### config.mk
export PLATFORM = sky130hd
export DESIGN_NAME = vic_top
export DESIGN_NICKNAME = d
export VERILOG_FILES = /design/src/rtl/vic_pkg.sv /design/src/rtl/vic_arb.sv /design/src/rtl/vic_ctrl.sv /design/src/rtl/vic_dp.sv /design/src/rtl/vic_top.sv
export SDC_FILE = /design/constraint.sdc
export NUM_CORES = 2
export LEC_CHECK = 0
export ABC_CLOCK_PERIOD_IN_PS = 80800
export BUFFER_PORTS_ARGS = -buffer_cell sky130_fd_sc_hd__clkbuf_2
export CAP_MARGIN = 10
export CORE_MARGIN = 2
export CORE_UTILIZATION = 45
export DETAILED_ROUTE_END_ITERATION = 10
export MAX_ROUTING_LAYER = met4
export PLACE_DENSITY = 0.63
export SLEW_MARGIN = 20
export SYNTH_ARGS = -nofsm -noshare
export SYNTH_HDL_FRONTEND = slang
export SYNTH_SLANG_ARGS = --single-unit
### constraint.sdc
create_clock -name clk -period 80.8 [get_ports clk]
set_clock_uncertainty 0.15 [all_clocks]
set_input_delay 16.16 -clock clk [delete_from_list [all_inputs] [get_ports clk]]
set_output_delay 16.16 -clock clk [all_outputs]
set_load 0.01 [all_outputs]
### src/rtl/vic_pkg.sv
`timescale 1ns/1ps
package vic_pkg;
  localparam logic [1:0] GRP_CTRL = 2'b00;
  localparam logic [1:0] GRP_PRIO = 2'b01;
  localparam logic [1:0] GRP_VEC  = 2'b10;

  localparam logic [4:0] OFS_RAW     = 5'h00;
  localparam logic [4:0] OFS_ENABLE  = 5'h01;
  localparam logic [4:0] OFS_CLASS   = 5'h02;
  localparam logic [4:0] OFS_FASTST  = 5'h03;
  localparam logic [4:0] OFS_VECST   = 5'h04;
  localparam logic [4:0] OFS_VECTOR  = 5'h05;
  localparam logic [4:0] OFS_DEFAULT = 5'h06;

  // strobes from control to datapath
  typedef struct packed {
    logic rdEn;
    logic wrEnable;
    logic wrClass;
    logic wrDefault;
    logic wrPrio;
    logic wrVecAddr;
    logic vecRead;
    logic ackWrite;
  } dpStrobe_t;
endpackage

### src/rtl/vic_arb.sv
`timescale 1ns/1ps
module vic_arb #(
  parameter int NUM_SRC = 32,
  parameter int PRIO_W  = 4,
  localparam int SRC_IDX_W = $clog2(NUM_SRC)
) (
  input  logic [NUM_SRC-1:0]             eligible,
  input  logic [NUM_SRC-1:0][PRIO_W-1:0] prio,
  output logic                           winValid,
  output logic [SRC_IDX_W-1:0]           winIdx,
  output logic [PRIO_W-1:0]              winPrio
);
  // scan from the top index down; "<=" lets a lower index take a tie
  always_comb begin
    winValid = 1'b0;
    winIdx   = '0;
    winPrio  = '1;
    for (int i = NUM_SRC - 1; i >= 0; i--) begin
      if (eligible[i] && (!winValid || prio[i] <= winPrio)) begin
        winValid = 1'b1;
        winPrio  = prio[i];
        winIdx   = SRC_IDX_W'(i);
      end
    end
  end
endmodule

### src/rtl/vic_ctrl.sv
`timescale 1ns/1ps
module vic_ctrl #(
  parameter int ADDR_W = 7,
  parameter int PRIO_W = 4
) (
  input  logic              clk,
  input  logic              rstN,
  input  logic              busSel,
  input  logic              busWrite,
  input  logic [ADDR_W-1:0] busAddr,
  input  logic              winValid,
  input  logic [PRIO_W-1:0] winPrio,
  output vic_pkg::dpStrobe_t strobe,
  output logic              maskActive,
  output logic [PRIO_W-1:0] maskLevel
);
  import vic_pkg::*;

  localparam int OFS_W = ADDR_W - 2;

  logic [1:0]       grp;
  logic [OFS_W-1:0] ofs;
  logic             isWrite;
  logic             isRead;

  assign grp     = busAddr[ADDR_W-1 -: 2];
  assign ofs     = busAddr[OFS_W-1:0];
  assign isWrite = busSel && busWrite;
  assign isRead  = busSel && !busWrite;

  always_comb begin
    strobe           = '0;
    strobe.rdEn      = isRead;
    strobe.wrPrio    = isWrite && (grp == GRP_PRIO);
    strobe.wrVecAddr = isWrite && (grp == GRP_VEC);
    if (grp == GRP_CTRL) begin
      strobe.wrEnable  = isWrite && (ofs == OFS_ENABLE);
      strobe.wrClass   = isWrite && (ofs == OFS_CLASS);
      strobe.wrDefault = isWrite && (ofs == OFS_DEFAULT);
      strobe.ackWrite  = isWrite && (ofs == OFS_VECTOR);
      strobe.vecRead   = isRead  && (ofs == OFS_VECTOR);
    end
  end

  // one level of service masking
  always_ff @(posedge clk or negedge rstN) begin
    if (!rstN) begin
      maskActive <= 1'b0;
      maskLevel  <= '1;
    end else if (strobe.ackWrite) begin
      maskActive <= 1'b0;
    end else if (strobe.vecRead && winValid) begin
      maskActive <= 1'b1;
      maskLevel  <= winPrio;
    end
  end
endmodule

### src/rtl/vic_dp.sv
`timescale 1ns/1ps
module vic_dp #(
  parameter int NUM_SRC = 32,
  parameter int PRIO_W  = 4,
  parameter int DATA_W  = 32,
  parameter int ADDR_W  = 7,
  localparam int SRC_IDX_W = $clog2(NUM_SRC),
  localparam int OFS_W     = ADDR_W - 2
) (
  input  logic               clk,
  input  logic               rstN,
  input  logic [NUM_SRC-1:0] irqReq,
  input  vic_pkg::dpStrobe_t strobe,
  input  logic [ADDR_W-1:0]  busAddr,
  input  logic [DATA_W-1:0]  busWdata,
  input  logic               maskActive,
  input  logic [PRIO_W-1:0]  maskLevel,
  output logic [DATA_W-1:0]  busRdata,
  output logic [NUM_SRC-1:0] enableMask,
  output logic [NUM_SRC-1:0] classMask,
  output logic               winValid,
  output logic [PRIO_W-1:0]  winPrio,
  output logic               fiqOut,
  output logic               irqOut
);
  import vic_pkg::*;

  logic [NUM_SRC-1:0][PRIO_W-1:0] prioReg;
  logic [NUM_SRC-1:0][DATA_W-1:0] vecAddr;
  logic [DATA_W-1:0]              defaultAddr;
  logic [NUM_SRC-1:0]             fastPend;
  logic [NUM_SRC-1:0]             vecPend;
  logic [NUM_SRC-1:0]             masked;
  logic [NUM_SRC-1:0]             eligible;
  logic [SRC_IDX_W-1:0]           winIdx;
  logic [SRC_IDX_W-1:0]           idx;
  logic [1:0]                     grp;
  logic [OFS_W-1:0]               ofs;
  logic [DATA_W-1:0]              vectorValue;

  assign idx = busAddr[SRC_IDX_W-1:0];
  assign grp = busAddr[ADDR_W-1 -: 2];
  assign ofs = busAddr[OFS_W-1:0];

  always_ff @(posedge clk or negedge rstN) begin
    if (!rstN) begin
      enableMask  <= '0;
      classMask   <= '0;
      defaultAddr <= '0;
    end else begin
      if (strobe.wrEnable)  enableMask  <= busWdata[NUM_SRC-1:0];
      if (strobe.wrClass)   classMask   <= busWdata[NUM_SRC-1:0];
      if (strobe.wrDefault) defaultAddr <= busWdata;
    end
  end

  for (genvar g = 0; g < NUM_SRC; g++) begin : gSrc
    always_ff @(posedge clk or negedge rstN) begin
      if (!rstN) begin
        prioReg[g] <= '1;
        vecAddr[g] <= '0;
      end else begin
        if (strobe.wrPrio && idx == SRC_IDX_W'(g))    prioReg[g] <= busWdata[PRIO_W-1:0];
        if (strobe.wrVecAddr && idx == SRC_IDX_W'(g)) vecAddr[g] <= busWdata;
      end
    end
    assign masked[g] = maskActive && (prioReg[g] >= maskLevel);
  end

  assign fastPend = irqReq & enableMask & classMask;
  assign vecPend  = irqReq & enableMask & ~classMask;
  assign eligible = vecPend & ~masked;

  vic_arb #(.NUM_SRC(NUM_SRC), .PRIO_W(PRIO_W)) i_arb (
    .eligible (eligible),
    .prio     (prioReg),
    .winValid (winValid),
    .winIdx   (winIdx),
    .winPrio  (winPrio)
  );

  assign fiqOut      = |fastPend;
  assign irqOut      = winValid;
  assign vectorValue = winValid ? vecAddr[winIdx] : defaultAddr;

  always_comb begin
    busRdata = '0;
    if (strobe.rdEn) begin
      case (grp)
        GRP_CTRL: begin
          case (ofs)
            OFS_RAW:     busRdata = DATA_W'(irqReq);
            OFS_ENABLE:  busRdata = DATA_W'(enableMask);
            OFS_CLASS:   busRdata = DATA_W'(classMask);
            OFS_FASTST:  busRdata = DATA_W'(fastPend);
            OFS_VECST:   busRdata = DATA_W'(vecPend);
            OFS_VECTOR:  busRdata = vectorValue;
            OFS_DEFAULT: busRdata = defaultAddr;
            default:     busRdata = '0;
          endcase
        end
        GRP_PRIO: busRdata = DATA_W'(prioReg[idx]);
        GRP_VEC:  busRdata = vecAddr[idx];
        default:  busRdata = '0;
      endcase
    end
  end
endmodule

### src/rtl/vic_top.sv
`timescale 1ns/1ps
module vic_top #(
  parameter int NUM_SRC = 32,
  parameter int PRIO_W  = 4,
  parameter int DATA_W  = 32,
  parameter int ADDR_W  = 7
) (
  input  logic               clk,
  input  logic               rstN,
  input  logic [NUM_SRC-1:0] irqReq,
  input  logic               busSel,
  input  logic               busWrite,
  input  logic [ADDR_W-1:0]  busAddr,
  input  logic [DATA_W-1:0]  busWdata,
  output logic [DATA_W-1:0]  busRdata,
  output logic               fiqOut,
  output logic               irqOut
);
  vic_pkg::dpStrobe_t strobe;
  logic               maskActive;
  logic [PRIO_W-1:0]  maskLevel;
  logic               winValid;
  logic [PRIO_W-1:0]  winPrio;
  logic [NUM_SRC-1:0] enableMask;
  logic [NUM_SRC-1:0] classMask;

  vic_ctrl #(.ADDR_W(ADDR_W), .PRIO_W(PRIO_W)) i_ctrl (
    .clk        (clk),
    .rstN       (rstN),
    .busSel     (busSel),
    .busWrite   (busWrite),
    .busAddr    (busAddr),
    .winValid   (winValid),
    .winPrio    (winPrio),
    .strobe     (strobe),
    .maskActive (maskActive),
    .maskLevel  (maskLevel)
  );

  vic_dp #(.NUM_SRC(NUM_SRC), .PRIO_W(PRIO_W), .DATA_W(DATA_W), .ADDR_W(ADDR_W)) i_dp (
    .clk        (clk),
    .rstN       (rstN),
    .irqReq     (irqReq),
    .strobe     (strobe),
    .busAddr    (busAddr),
    .busWdata   (busWdata),
    .maskActive (maskActive),
    .maskLevel  (maskLevel),
    .busRdata   (busRdata),
    .enableMask (enableMask),
    .classMask  (classMask),
    .winValid   (winValid),
    .winPrio    (winPrio),
    .fiqOut     (fiqOut),
    .irqOut     (irqOut)
  );
endmodule

==> reports/qor.csv <==
metric,value,unit
Pint,1180,uW
syn_area_per_cell,11.0,sq um
DR pass1 iterations,7,
dpl ws,-1.56,ns
P&R area growth vs syn,14.2,%
"area leader, netlist",dfrtp_1,
Lkg Pwr,0.0396,uW
"Net Count, Synth",7309,
initial antenna violation count,41,
clock power share,0.380,
filler instances,14900,
Starting Density,0.452,
Die Y,418,um
number of synthesized register bits,1253,
mapped cell area,0.0773,sq mm
Post-synth EDFFs,0,
beginning of the critical path,irqReq[31],
max capacitance violation total,1,
die area,0.175,sq mm
Placeable Area,0.171,sq mm
Psw,524,uW
Yosys warnings,0,
drt drc,0,
violations in the final reports,"max-capacitance violations, max-slew violations",
largest net degree at the start of global routing,151,
largest cells by area after synthesis,"dfrtp_1, mux2_2, mux4_2",
part of the Yosys area used for sequential elements,0.408,
min-delay worst type,register to register,
GRT overflow,0,
fin. max-slew vios,4,
CTS Sinks,1253,
status,"complete, but fails checks",
PnR worst setup slack,1.57,ns
layout cell share with drive strength beyond 1,0.381,
Hold Startpoint,i_ctrl.maskLevel[3]$_DFFE_PN1P_,
worst stage delay on the critical path,0.94,ns
DPL Wire Length,164000,um
Hold Buf Count CTS,0,
Main synth FF type,dfrtp_1,
Final Critical Period,79.23,ns
CTS Buffer Depth,3,
most used cell along the critical path,a21o_1,
final cell count without fillers,9414,
slowest CP cell,nand2_4,
drt total wl,292000,um
Vias/cell,6.68,
final hold violation count,0,
r2r startpoint,i_ctrl.maskLevel[0]$_DFFE_PN1P_,
vias in the first global route,60800,
TNS Setup,0,ns
sequential group share of total power,0.404,
"Reg clk slew, reported paths",0.07,ns
worst vdd rail ir drop,0.0000219,V
Critical Path AT,62.92,ns
ANT nets after route,0,
sw frac,0.308,
combinational power share,0.216,
first-pass GRT wire length,412000,um
part of the cycle the worst path needs,0.981,
worst slew pin tran,2.18,ns
Iter 0 DRT Violations,7552,
fin util,0.516,
Critical Path Source Type,input port,
PD cells,19.3,mW/mm^2
Num CTS Buffers,139,
relative slew slack,-0.457,
row cnt,152,
TritonCTS clock tree,built,
Yosys top cell area share,0.363,
Max Fclk,12.6,MHz
worst-path fanout max,30,
endpoints failing setup,0,
Clk Tree Root Cell,clkbuf_16,
critical path capture point type,primary output,
via count,62900,
"Clk Latency, worst-skew pair",0.81,ns
Placer Congestion,0.950,
Die Wd,418,um
Required @ worst endpoint,64.49,ns
Layout Nets,7344,
post-synth cell types,104,
total routing usage reported by global routing,0.328,
worst setup path class,input port to primary output,
asr flop ratio synth,1.00,
Cells after Synth,7010,
Worst R2R Setup Slack,34.69,ns
Hold WS,0.332,ns
port bufs,108,
htree depth,4,
Cells after DPL,9009,
IO Pins,109,
DR WL/cell,31.0,um
[per-layer routing]
layer,routed length (um),global-route usage
met5,0,-
met1,112000,0.421
met2,129000,0.484
met3,33000,0.0849
met4,17300,0.160
[synth_stat cells (20+ instances only)]
cell type and n:
a211o_1 88, a211oi_1 128, a21boi_0 76, a21o_1 114, a21oi_1 416, a221oi_1 20
a22oi_1 36, a31oi_1 64, and3_1 33, buf_1 115, buf_2 65, clkbuf_1 370
dfrtp_1 1121, dfstp_2 132, ha_1 224, inv_1 153, mux2_2 1230, mux2i_1 105
mux4_2 360, nand2_1 965, nand2b_1 52, nand3_1 161, nand4_1 44, nor2_1 168
nor2b_1 32, nor3_1 60, nor3b_1 20, o211ai_1 24, o21a_1 31, o21ai_0 194
o21ai_1 43, o22ai_1 70, or2_2 24
[path summary, 6_finish.rpt]
check,endpoint,cells past startpoint
max,busRdata[30],254
min,i_ctrl.maskLevel[3]$_DFFE_PN1P_,2
max reg2reg,i_ctrl.maskLevel[1]$_DFFE_PN1P_,257
min reg2reg,i_ctrl.maskLevel[3]$_DFFE_PN1P_,2
max in group asynchronous,i_dp.classMask[8]$_DFFE_PN0P_,4
min in group asynchronous,i_dp.vecAddr[976]$_DFFE_PN0P_,1
[power groups by stage]
| stage | registers [uW] | clock network [uW] | logic [uW] |
|---|---|---|---|
| 2_1_floorplan | 689 | 0 | 204 |
| 4_1_cts | 688 | 653 | 324 |
| 6_report | 689 | 648 | 367 |
| 3_3_place_gp | 697 | 0 | 306 |
| 3_5_place_dp | 699 | 0 | 311 |
| 5_1_grt | 693 | 678 | 386 |
[flip-flops by register name, summed over array words and instances, names as in the netlist]
signal / flops
i_ctrl.maskActive: 1
i_dp.enableMask: 32
i_ctrl.maskLevel: 4
i_dp.classMask: 32
i_dp.defaultAddr: 32
i_dp.vecAddr: 1024
i_dp.prioReg: 128
[cells in the final DEF (no fill, tap or decap), types with 67 or more instances in the layout]
cell type	n
nand3_1	148
o22ai_1	67
a211oi_1	111
mux2i_1	99
mux4_2	360
a211o_1	87
o21ai_0	166
clkbuf_16	156
dfstp_2	132
a21boi_0	73
inv_1	149
nand2_1	943
a21oi_1	392
mux2_2	1221
dfrtp_1	1121
nor2_1	140
a21o_1	114
clkbuf_2	92
ha_1	191
buf_4	273
[layout make-up]
cell class              count  area (sq um)  area share
multi-input cells        5049         44800       0.508
flip-flops and latches   1253         31500       0.357
clock buffers             207          4150      0.0470
repair buffers            447          3930      0.0446
well taps                2233          2790      0.0317
inverters                 155           582     0.00659
clock inverters            38           394     0.00447
diodes                     32          80.1    0.000907
[timing repair]
item	CTS	global route
setup endpoints to repair	32	32
gates resized for setup	44	317
setup buffers	19	90
pin swaps	11	165
gates cloned	5	16
[cell families after synthesis]
family	share of synthesized area
fa+ha+maj	0.0377
simple gates	0.0925
flops	0.408
buf+inv	0.0361
mux	0.298
xor+xnor	0.00204
compound gates	0.126
[metrics by stage]
stage          cell area (sq um)  power (uW)
2_1_floorplan              77300         892
3_5_place_dp               80700        1010
5_1_grt                    88200        1760
3_3_place_gp               80700        1000
4_1_cts                    85700        1670
6_report                   88200        1700
[worst max-delay path, delay by kind of cell]
family	cells	cell delay, ns
AO/OA/AOI/OAI	125	21.97
adder cells (fa/ha/maj)	40	10.82
buffers and inverters	28	3.29
multiplexers	11	3.02
AND/OR/NAND/NOR	50	7.53
(Power assumes the default switching activity.)
